`config.mk`:
```
export PLATFORM = sky130hd
export DESIGN_NAME = coll_backoff
export DESIGN_NICKNAME = d
export VERILOG_FILES = /design/src/rtl/bk_pkg.sv /design/src/rtl/bk_history.sv /design/src/rtl/bk_lfsr.sv /design/src/rtl/bk_ifs.sv /design/src/rtl/coll_backoff.sv
export SDC_FILE = /design/constraint.sdc
export NUM_CORES = 1
export LEC_CHECK = 0
export BUFFER_PORTS_ARGS = -buffer_cell sky130_fd_sc_hd__buf_2
export CORE_UTILIZATION = 37
export CTS_BUF_LIST = sky130_fd_sc_hd__clkbuf_4
export DETAILED_ROUTE_END_ITERATION = 12
export SLEW_MARGIN = 15
export SYNTH_ARGS = -nofsm -noshare
export SYNTH_HDL_FRONTEND = slang
export SYNTH_SLANG_ARGS = --single-unit
```
`constraint.sdc`:
```
create_clock -name clk -period 2.77 [get_ports clk]
set_input_delay 0.1385 -clock clk [delete_from_list [all_inputs] [get_ports clk]]
set_output_delay 0.1385 -clock clk [all_outputs]
set_load 0.01 [all_outputs]
```
`src/rtl/bk_pkg.sv`:
```
package bk_pkg;
    typedef enum logic [1:0] {
        ST_RUN  = 2'd0,
        ST_HOLD = 2'd1,
        ST_JAM  = 2'd2
    } bk_state_t;

    function automatic int unsigned max2(input int unsigned a, input int unsigned b);
        return (a > b) ? a : b;
    endfunction
endpackage

```
`src/rtl/bk_history.sv`:
```
module bk_history #(
    parameter int unsigned TRIES = 8
) (
    input  logic             clk,
    input  logic             rst,
    input  logic             clr_i,
    input  logic             acc_i,
    output logic [TRIES-1:0] hist_o,
    output logic             dis_o
);
    always_ff @(posedge clk) begin
        if (rst || clr_i) begin
            hist_o <= '0;
            dis_o  <= 1'b0;
        end else if (acc_i) begin
            hist_o <= {hist_o[TRIES-2:0], 1'b1};
            if (hist_o[TRIES-2]) dis_o <= 1'b1;
        end
    end

    AST_HIST_SHIFT: assert property (@(posedge clk) disable iff (rst)
        (acc_i && !clr_i) |=> (hist_o == {$past(hist_o[TRIES-2:0]), 1'b1}));
    AST_DIS_AT_LIMIT: assert property (@(posedge clk) disable iff (rst)
        $rose(dis_o) |-> (&hist_o));
endmodule

```
`src/rtl/bk_lfsr.sv`:
```
module bk_lfsr #(
    parameter logic [15:0] SEED = 16'hACE1
) (
    input  logic        clk,
    input  logic        rst,
    output logic [15:0] rnd_o
);
    always_ff @(posedge clk) begin
        if (rst) rnd_o <= SEED;
        else     rnd_o <= {1'b0, rnd_o[15:1]} ^ (rnd_o[0] ? 16'hB400 : 16'h0000);
    end

    AST_LFSR_LIVE: assert property (@(posedge clk) disable iff (rst)
        rnd_o != 16'h0000);
endmodule

```
`src/rtl/bk_ifs.sv`:
```
module bk_ifs #(
    parameter int unsigned IFS_BITS = 8
) (
    input  logic clk,
    input  logic rst,
    input  logic idle_i,
    input  logic tick_i,
    output logic done_o
);
    localparam int unsigned CW = $clog2(IFS_BITS + 1);
    localparam logic [CW-1:0] LIM = CW'(IFS_BITS);
    logic [CW-1:0] cnt;

    always_ff @(posedge clk) begin
        if (rst || !idle_i)             cnt <= '0;
        else if (tick_i && cnt != LIM)  cnt <= cnt + 1'b1;
    end
    assign done_o = (cnt == LIM);

    AST_IFS_RESTART: assert property (@(posedge clk) disable iff (rst)
        !idle_i |=> !done_o);
endmodule

```
`src/rtl/coll_backoff.sv`:
```
module coll_backoff
    import bk_pkg::*;
#(
    parameter int unsigned TRIES    = 8,
    parameter int unsigned NSLOT    = 64,
    parameter int unsigned JAM_BITS = 32,
    parameter int unsigned IFS_BITS = 8
) (
    input  logic       clk,
    input  logic       rst,
    input  logic       coll_i,
    input  logic       hdr_busy_i,
    input  logic       bit_tick_i,
    input  logic       slot_tick_i,
    input  logic       line_idle_i,
    input  logic       frame_start_i,
    input  logic       det_mode_i,
    input  logic [5:0] my_slot_i,
    input  logic       jam_crc_cfg_i,
    output logic       tx_permit_o,
    output logic       jam_o,
    output logic       jam_crc_o,
    output logic       tx_disable_o,
    output logic [7:0] backoff_o,
    output logic [7:0] coll_hist_o
);
    localparam int unsigned SLOT_W = $clog2(NSLOT);
    localparam int unsigned BO_W   = max2(TRIES, SLOT_W);
    localparam int unsigned JC_W   = (JAM_BITS > 1) ? $clog2(JAM_BITS) : 1;
    localparam logic [BO_W-1:0] TOP_SLOT = BO_W'(NSLOT - 1);

    bk_state_t          state;
    logic [JC_W-1:0]    jcnt;
    logic [BO_W-1:0]    bo, bo_load;
    logic [TRIES-1:0]   hist;
    logic [15:0]        rnd;
    logic               dis, ifs_done, acc, slot0_lock;

    assign acc = coll_i && (state == ST_RUN) && !frame_start_i;

    bk_history #(.TRIES(TRIES)) u_hist (
        .clk(clk), .rst(rst), .clr_i(frame_start_i), .acc_i(acc),
        .hist_o(hist), .dis_o(dis)
    );

    bk_lfsr u_rnd (.clk(clk), .rst(rst), .rnd_o(rnd));

    bk_ifs #(.IFS_BITS(IFS_BITS)) u_ifs (
        .clk(clk), .rst(rst), .idle_i(line_idle_i), .tick_i(bit_tick_i),
        .done_o(ifs_done)
    );

    always_comb begin
        if (det_mode_i) bo_load = TOP_SLOT - BO_W'(my_slot_i);
        else            bo_load = rnd[BO_W-1:0] & BO_W'(hist);
    end

    always_ff @(posedge clk) begin
        if (rst || frame_start_i) begin
            state <= ST_RUN;
            jcnt  <= '0;
            bo    <= '0;
        end else begin
            case (state)
                ST_RUN: begin
                    if (coll_i)                        state <= ST_HOLD;
                    else if (slot_tick_i && bo != '0)  bo <= bo - 1'b1;
                end
                ST_HOLD: begin
                    if (bit_tick_i && !hdr_busy_i) begin
                        state <= ST_JAM;
                        jcnt  <= JC_W'(JAM_BITS - 1);
                    end
                end
                ST_JAM: begin
                    if (bit_tick_i) begin
                        if (jcnt == '0) begin
                            state <= ST_RUN;
                            bo    <= bo_load;
                        end else begin
                            jcnt <= jcnt - 1'b1;
                        end
                    end
                end
                default: state <= ST_RUN;
            endcase
        end
    end

    assign slot0_lock   = det_mode_i && (my_slot_i == 6'd0) && (hist != '0);
    assign tx_permit_o  = (state == ST_RUN) && (bo == '0) && ifs_done && !dis && !slot0_lock;
    assign jam_o        = (state == ST_JAM);
    assign jam_crc_o    = jam_o && jam_crc_cfg_i;
    assign tx_disable_o = dis;
    assign backoff_o    = 8'(bo);
    assign coll_hist_o  = 8'(hist);

    AST_JAM_AFTER_HDR: assert property (@(posedge clk) disable iff (rst)
        $rose(jam_o) |-> ($past(bit_tick_i) && !$past(hdr_busy_i)));
    AST_BO_STEP: assert property (@(posedge clk) disable iff (rst)
        (state == ST_RUN && slot_tick_i && bo != '0 && !coll_i && !frame_start_i)
        |=> (bo == $past(bo) - 1'b1));
    AST_RAND_MASK: assert property (@(posedge clk) disable iff (rst)
        (!det_mode_i && $past(state) == ST_JAM && state == ST_RUN)
        |-> ((bo & ~BO_W'(hist)) == '0));
    AST_PERMIT_IDLE: assert property (@(posedge clk) disable iff (rst)
        tx_permit_o |-> $past(line_idle_i));
endmodule

```
After elaboration in Yosys (flattened, before gate mapping):

Cells that the tools add are included.

* add/subtract/negate cells: 4
* equal/unequal tests: 11
* mux-type cells: 16
* bitwise operators: 2
* reductions and logical operators: 31

Operators by type and width (number)
* 8-bit two-way mux: 5
* 16-bit two-way mux: 1
* 8-bit one-hot mux with 2 select lines: 1
* 8-bit nonzero test: 2
* 15-bit by 16-bit XOR with 16-bit output: 1
* 5-bit two-way mux: 3
* 1-bit logical AND: 12
* 2-bit inequality test (second input constant): 5
* 5-bit one-hot mux with 2 select lines: 1
* 8-bit bitwise AND: 1
* 8-bit logical NOT: 1
* 2-bit two-way mux: 4
* 4-bit AND reduction: 2
* 8-bit by 1-bit subtractor with 8-bit output (second input constant): 1
* 6-bit by 6-bit subtractor with 7-bit output (first input constant): 1
* 6-bit logical NOT: 1
* 2-bit one-hot mux with 3 select lines: 1
* 1-bit logical NOT: 5
* 5-bit logical NOT: 1
* 5-bit AND reduction: 1
* 5-bit by 1-bit subtractor with 5-bit output (second input constant): 1
* 4-bit by 1-bit adder with 4-bit output (second input constant): 1
* 4-bit == test (second input constant): 1
* 2-bit by 1-bit inequality test with 1-bit output (second input constant): 2
* 7 further kinds: 9

* register bits: 44
* input port bits: 16
* output and inout bits: 20
* word-level logic and storage cells: 71

Depth between registers and ports, before layout:

* word-level depth: 5
* gate-level depth with buffers: 8
* mapped depth without buffers: 7

Modules after synthesis:

A second synthesis with hierarchy kept.

* cell total of the unflattened synthesis: 241
* area total of the unflattened synthesis: 2169.6 µm²

By module, submodules not included
* coll_backoff: instances 1, cells an instance 150, area an instance 1171.1 µm², seq. area each 300.3 µm²
* bk_lfsr: instances 1, cells an instance 36, area an instance 462.9 µm², seq. area each 320.3 µm²
* bk_history: instances 1, cells an instance 30, area an instance 317.8 µm², seq. area each 180.2 µm²
* bk_ifs: instances 1, cells an instance 25, area an instance 217.7 µm², seq. area each 80.1 µm²

Least setup slack after synthesis:

OpenSTA, ideal clock, no wires.

* path type: flip-flop to flip-flop
* start: reg jcnt[0]
* end: reg bo[2], in the netlist backoff_o[2]
* setup time: 0.131 ns
* data arrival time: 1.785 ns
* data required time: 2.639 ns
* path slack: 0.854 ns
* cell stages (with the launch flop): 9
* path buffers: 1
* period minus slack after synthesis: 1.916 ns
* cell sequence: dfxtp_1 -> inv_1 -> ha_1 -> or4b_4 -> a221oi_2 -> o21ai_2 -> buf_2 -> o211ai_1 -> o31ai_1

* cells in the longest elaborated chain, start to end: 3

RTL lines
* start, declared: line coll_backoff.sv:33 `logic [JC_W-1:0] jcnt;`
* start signal, assigned: line coll_backoff.sv:72 `jcnt <= JC_W'(JAM_BITS - 1);`
* start signal, assigned: line coll_backoff.sv:81 `jcnt <= jcnt - 1'b1;`
* 5-bit logical NOT: line coll_backoff.sv:77 `if (jcnt == '0) begin`
* 2-bit by 1-bit inequality test with 1-bit output (no line)
* 5-bit AND reduction (no line)
* end signal, assigned: line coll_backoff.sv:67 `else if (slot_tick_i && bo != '0) bo <= bo - 1'b1;`
* end signal, assigned: line coll_backoff.sv:79 `bo <= bo_load;`
* end, declared: line coll_backoff.sv:34 `logic [BO_W-1:0] bo, bo_load;`

Every way passes these cells.
A chain may end at the register's enable or synchronous reset.

Final worst setup path:

* start: reg bo[4], in the netlist backoff_o[4]
* end: out tx_permit_o

* cells in the longest elaborated chain, start to end: 5

RTL lines
* 8-bit logical NOT: line coll_backoff.sv:91 `assign tx_permit_o = (state == ST_RUN) && (bo == '0) && ifs_done && !dis && !slot0_lock;`
* 1-bit logical AND (4 in a row): line coll_backoff.sv:91
* end, declared: line coll_backoff.sv:20 `output logic tx_permit_o,`

Every way passes these cells.

==> results.json <==
{
  "status": "completed",
  "antenna_left": 0,
  "die_h_um": 74.82,
  "cts_sinks": 44,
  "synthTopCellsByCount": "44 x dfxtp_1, 27 x nand2_1, 25 x a21oi_1",
  "drc": 0,
  "synthArstFlopShare_pct": 0,
  "rsz0062_at_grt": "no",
  "p_int_w": 0.0008112,
  "comb_power_share_pct": 12.0,
  "clock.fmax_mhz": 414.8,
  "final_layout_size_suffix_gt1_share_pct": 20.38,
  "antenna_found_initial": 0,
  "vias": 1690,
  "post_drt_wl_per_cell_um": 13.01,
  "grt_pass1_wl_mm": 7.189,
  "final-setup-viol-count": 0,
  "seq_area_frac_synth_pct": 44.90,
  "start_kind": "flip-flop",
  "grtUsageTotal_pct": 17.24,
  "reg2reg_from": "jcnt[0]",
  "synth_top_area_cell": "dfxtp_1",
  "post_cts_resized": 0,
  "io_buffer_count": 35,
  "cts.path.max_buffers": 2,
  "ys_dominant_reg_cell": "dfxtp_1",
  "maxSlewViolCount": 0,
  "hold_class": "in -> reg",
  "core_um2": 5107,
  "holdPathStages": 3,
  "ys_ff_latch": 44,
  "fin_nets": 285,
  "synth-edff-count": 0,
  "die-width_um": 74.82,
  "tns_ns": 0,
  "fin_crit_ns": 2.411,
  "ys_top_cells_by_area": "dfxtp_1 45%, a21oi_1 6.4%, nand2_1 5.2%, nor2_1 3.6%, ha_1 3.2%",
  "post-place-ws_ns": 0.6713,
  "clkTransAtPathRegs_ns": 0.13,
  "hold_buffers": 0,
  "io_pins": 36,
  "post_cts_buffers": 0,
  "synth_top_area_share_pct": 44.90,
  "drtIter0Drc": 94,
  "pwr_density_cell_nw_per_um2": 498.3,
  "crit_type": "reg -> out",
  "fill_cells": 562,
  "area_growth_pct": 14.09,
  "synth.most_common_cell": "dfxtp_1",
  "switching_share_pct": 27.27,
  "first_global_vias": 1458,
  "rr_worst_depth": 7,
  "irDropWorstVdd_uv": 297.1,
  "avgSynthCellArea_um2": 8.420,
  "tritoncts": "built",
  "hold_end": "state[0]",
  "r2r-end": "backoff_o[0]",
  "yosysWarnings": 0,
  "start_util_pct": 38.41,
  "dp_hpwl_mm": 3.149,
  "seqPwrFrac_pct": 60.3,
  "grt-ovfl-total": 0,
  "end_kind": "output pin",
  "dieArea_um2": 5597,
  "place_congestion": 0.7327,
  "rows": 26,
  "rrSetupSlack_ns": 0.64,
  "num_antenna_cells": 0,
  "worst_ep_required_time_ns": 2.63,
  "syn_nets": 254,
  "final_hold_viol_count": 0,
  "first_pass_iters": 4,
  "p_leak_nw": 0.9113,
  "clockRootBuffer": "clkbuf_4",
  "final_area_um2": 2238,
  "cts_buffers": 5,
  "worst_slew_pin_slew_ns": 0.7975,
  "hold_start": "coll_i",
  "setup_ws_ns": 0.3591,
  "htreeDepth": 2,
  "crit_fanout": 7,
  "worstPathArrival_ns": 2.27,
  "cp-startpoint": "backoff_o[4]",
  "p_switching_w": 0.0003041,
  "dpl-instance-area_um2": 2182,
  "slew_headroom_pct": 46.34,
  "p_clk_share_pct": 27.7,
  "grt_max_degree": 24,
  "yosysUniqueCellTypes": 40,
  "drv_cap": 0,
  "clock_latency_ns": 0.35,
  "via_per_inst": 5.045,
  "synth_area_um2": 1962,
  "period_share_pct": 87.04,
  "final.setup_skew_ns": 0.004026,
  "wl_mm": 4.357,
  "syn-instance-count": 233
}
==> stage by stage <==
step | std cells | utilization, % | hold slack [ns] | power [W]
2_1_floorplan | 233 | - | 0.2101 | 0.0007791
3_3_place_gp | 327 | 42.72 | 0.3916 | 0.0008206
3_5_place_dp | 327 | 42.72 | 0.3999 | 0.0008213
4_1_cts | 335 | 43.83 | 0.07065 | 0.001127
5_1_grt | 335 | 43.83 | 0.08374 | 0.001183
6_report | 335 | 43.83 | 0.08353 | 0.001115
==> power groups by stage <==
| stage | logic, W | registers, W | clock network (W) |
|---|---|---|---|
| final | 0.000134 | 0.000673 | 0.000309 |
| after CTS | 0.000135 | 0.000673 | 0.000319 |
| after detailed placement | 0.000134 | 0.000687 | 0 |
| after floorplan | 0.0000935 | 0.000686 | 0 |
| after global placement | 0.000133 | 0.000687 | 0 |
| after global routing | 0.000152 | 0.000677 | 0.000354 |
==> metal layers <==
metal,GRT usage [%],wire [um],vias up,share of wire (%)
met2,25.23,1914,40,44
li1,-,-,865,-
met1,25.17,2250,781,52
met3,4.016,165,4,3.8
met5,0,0,-,0
met4,5.031,27,0,0.62
==> worst max-delay path by stage <==
stage / endpoint / slack, ns
global route: tx_permit_o / 0.22
CTS: tx_permit_o / 0.32
floorplan: backoff_o[2] / 0.85
finish: tx_permit_o / 0.36
detailed placement: backoff_o[0] / 0.67
global placement: backoff_o[0] / 0.71
==> layout make-up <==
type,count,area (um^2),area share [%]
sequential,44,880.8,39.35
clock inverter,3,18.77,0.8385
multi-input combinational,168,1001,44.72
clock buffer,5,37.54,1.677
inverter,10,37.54,1.677
tap,70,87.58,3.913
timing repair buffer,35,175.2,7.826
==> cell usage in the layout (no fill, tap or decap), types with 3 or more instances in the layout <==
cell type	count
dfxtp_1	44
buf_2	35
nand2_1	27
a21oi_1	25
nor2_1	19
inv_1	10
nor3_1	9
or2_2	9
nor2b_1	8
nand2b_1	5
o21ai_0	5
ha_1	5
clkbuf_4	5
nor4_1	4
nand3_1	4
a31oi_1	4
xor2_1	4
o211ai_1	4
xnor2_1	4
nand3b_1	3
and2_1	3
o31ai_1	3
mux2i_1	3
==> worst max-delay path, stage by stage (launching register included) <==
cell     delay [ns]
dfxtp_1        0.39
nor4_1         0.52
nand3_1        0.15
or4_1          0.56
a31oi_1        0.15
buf_2          0.15
==> state kept, by name, indices dropped and copies added, names as in the netlist <==
name           count
backoff_o          8
jcnt               5
state              2
u_hist.dis_o       1
u_hist.hist_o      8
u_ifs.cnt          4
u_rnd.rnd_o       16
==> cell families after synthesis <==
logic type                 count (synthesis)  share of synthesized area (%)
xor gates and xnor gates                   8                          3.571
AOI/OAI and AO/OA                         51                          15.94
and+or+nand+nor                          101                          26.79
buffers and inverters                     21                          4.081
muxes                                      3                          1.531
adders and majority gates                  5                          3.189
DFF                                       44                          44.90
Power figures use the tool's default switching activity.
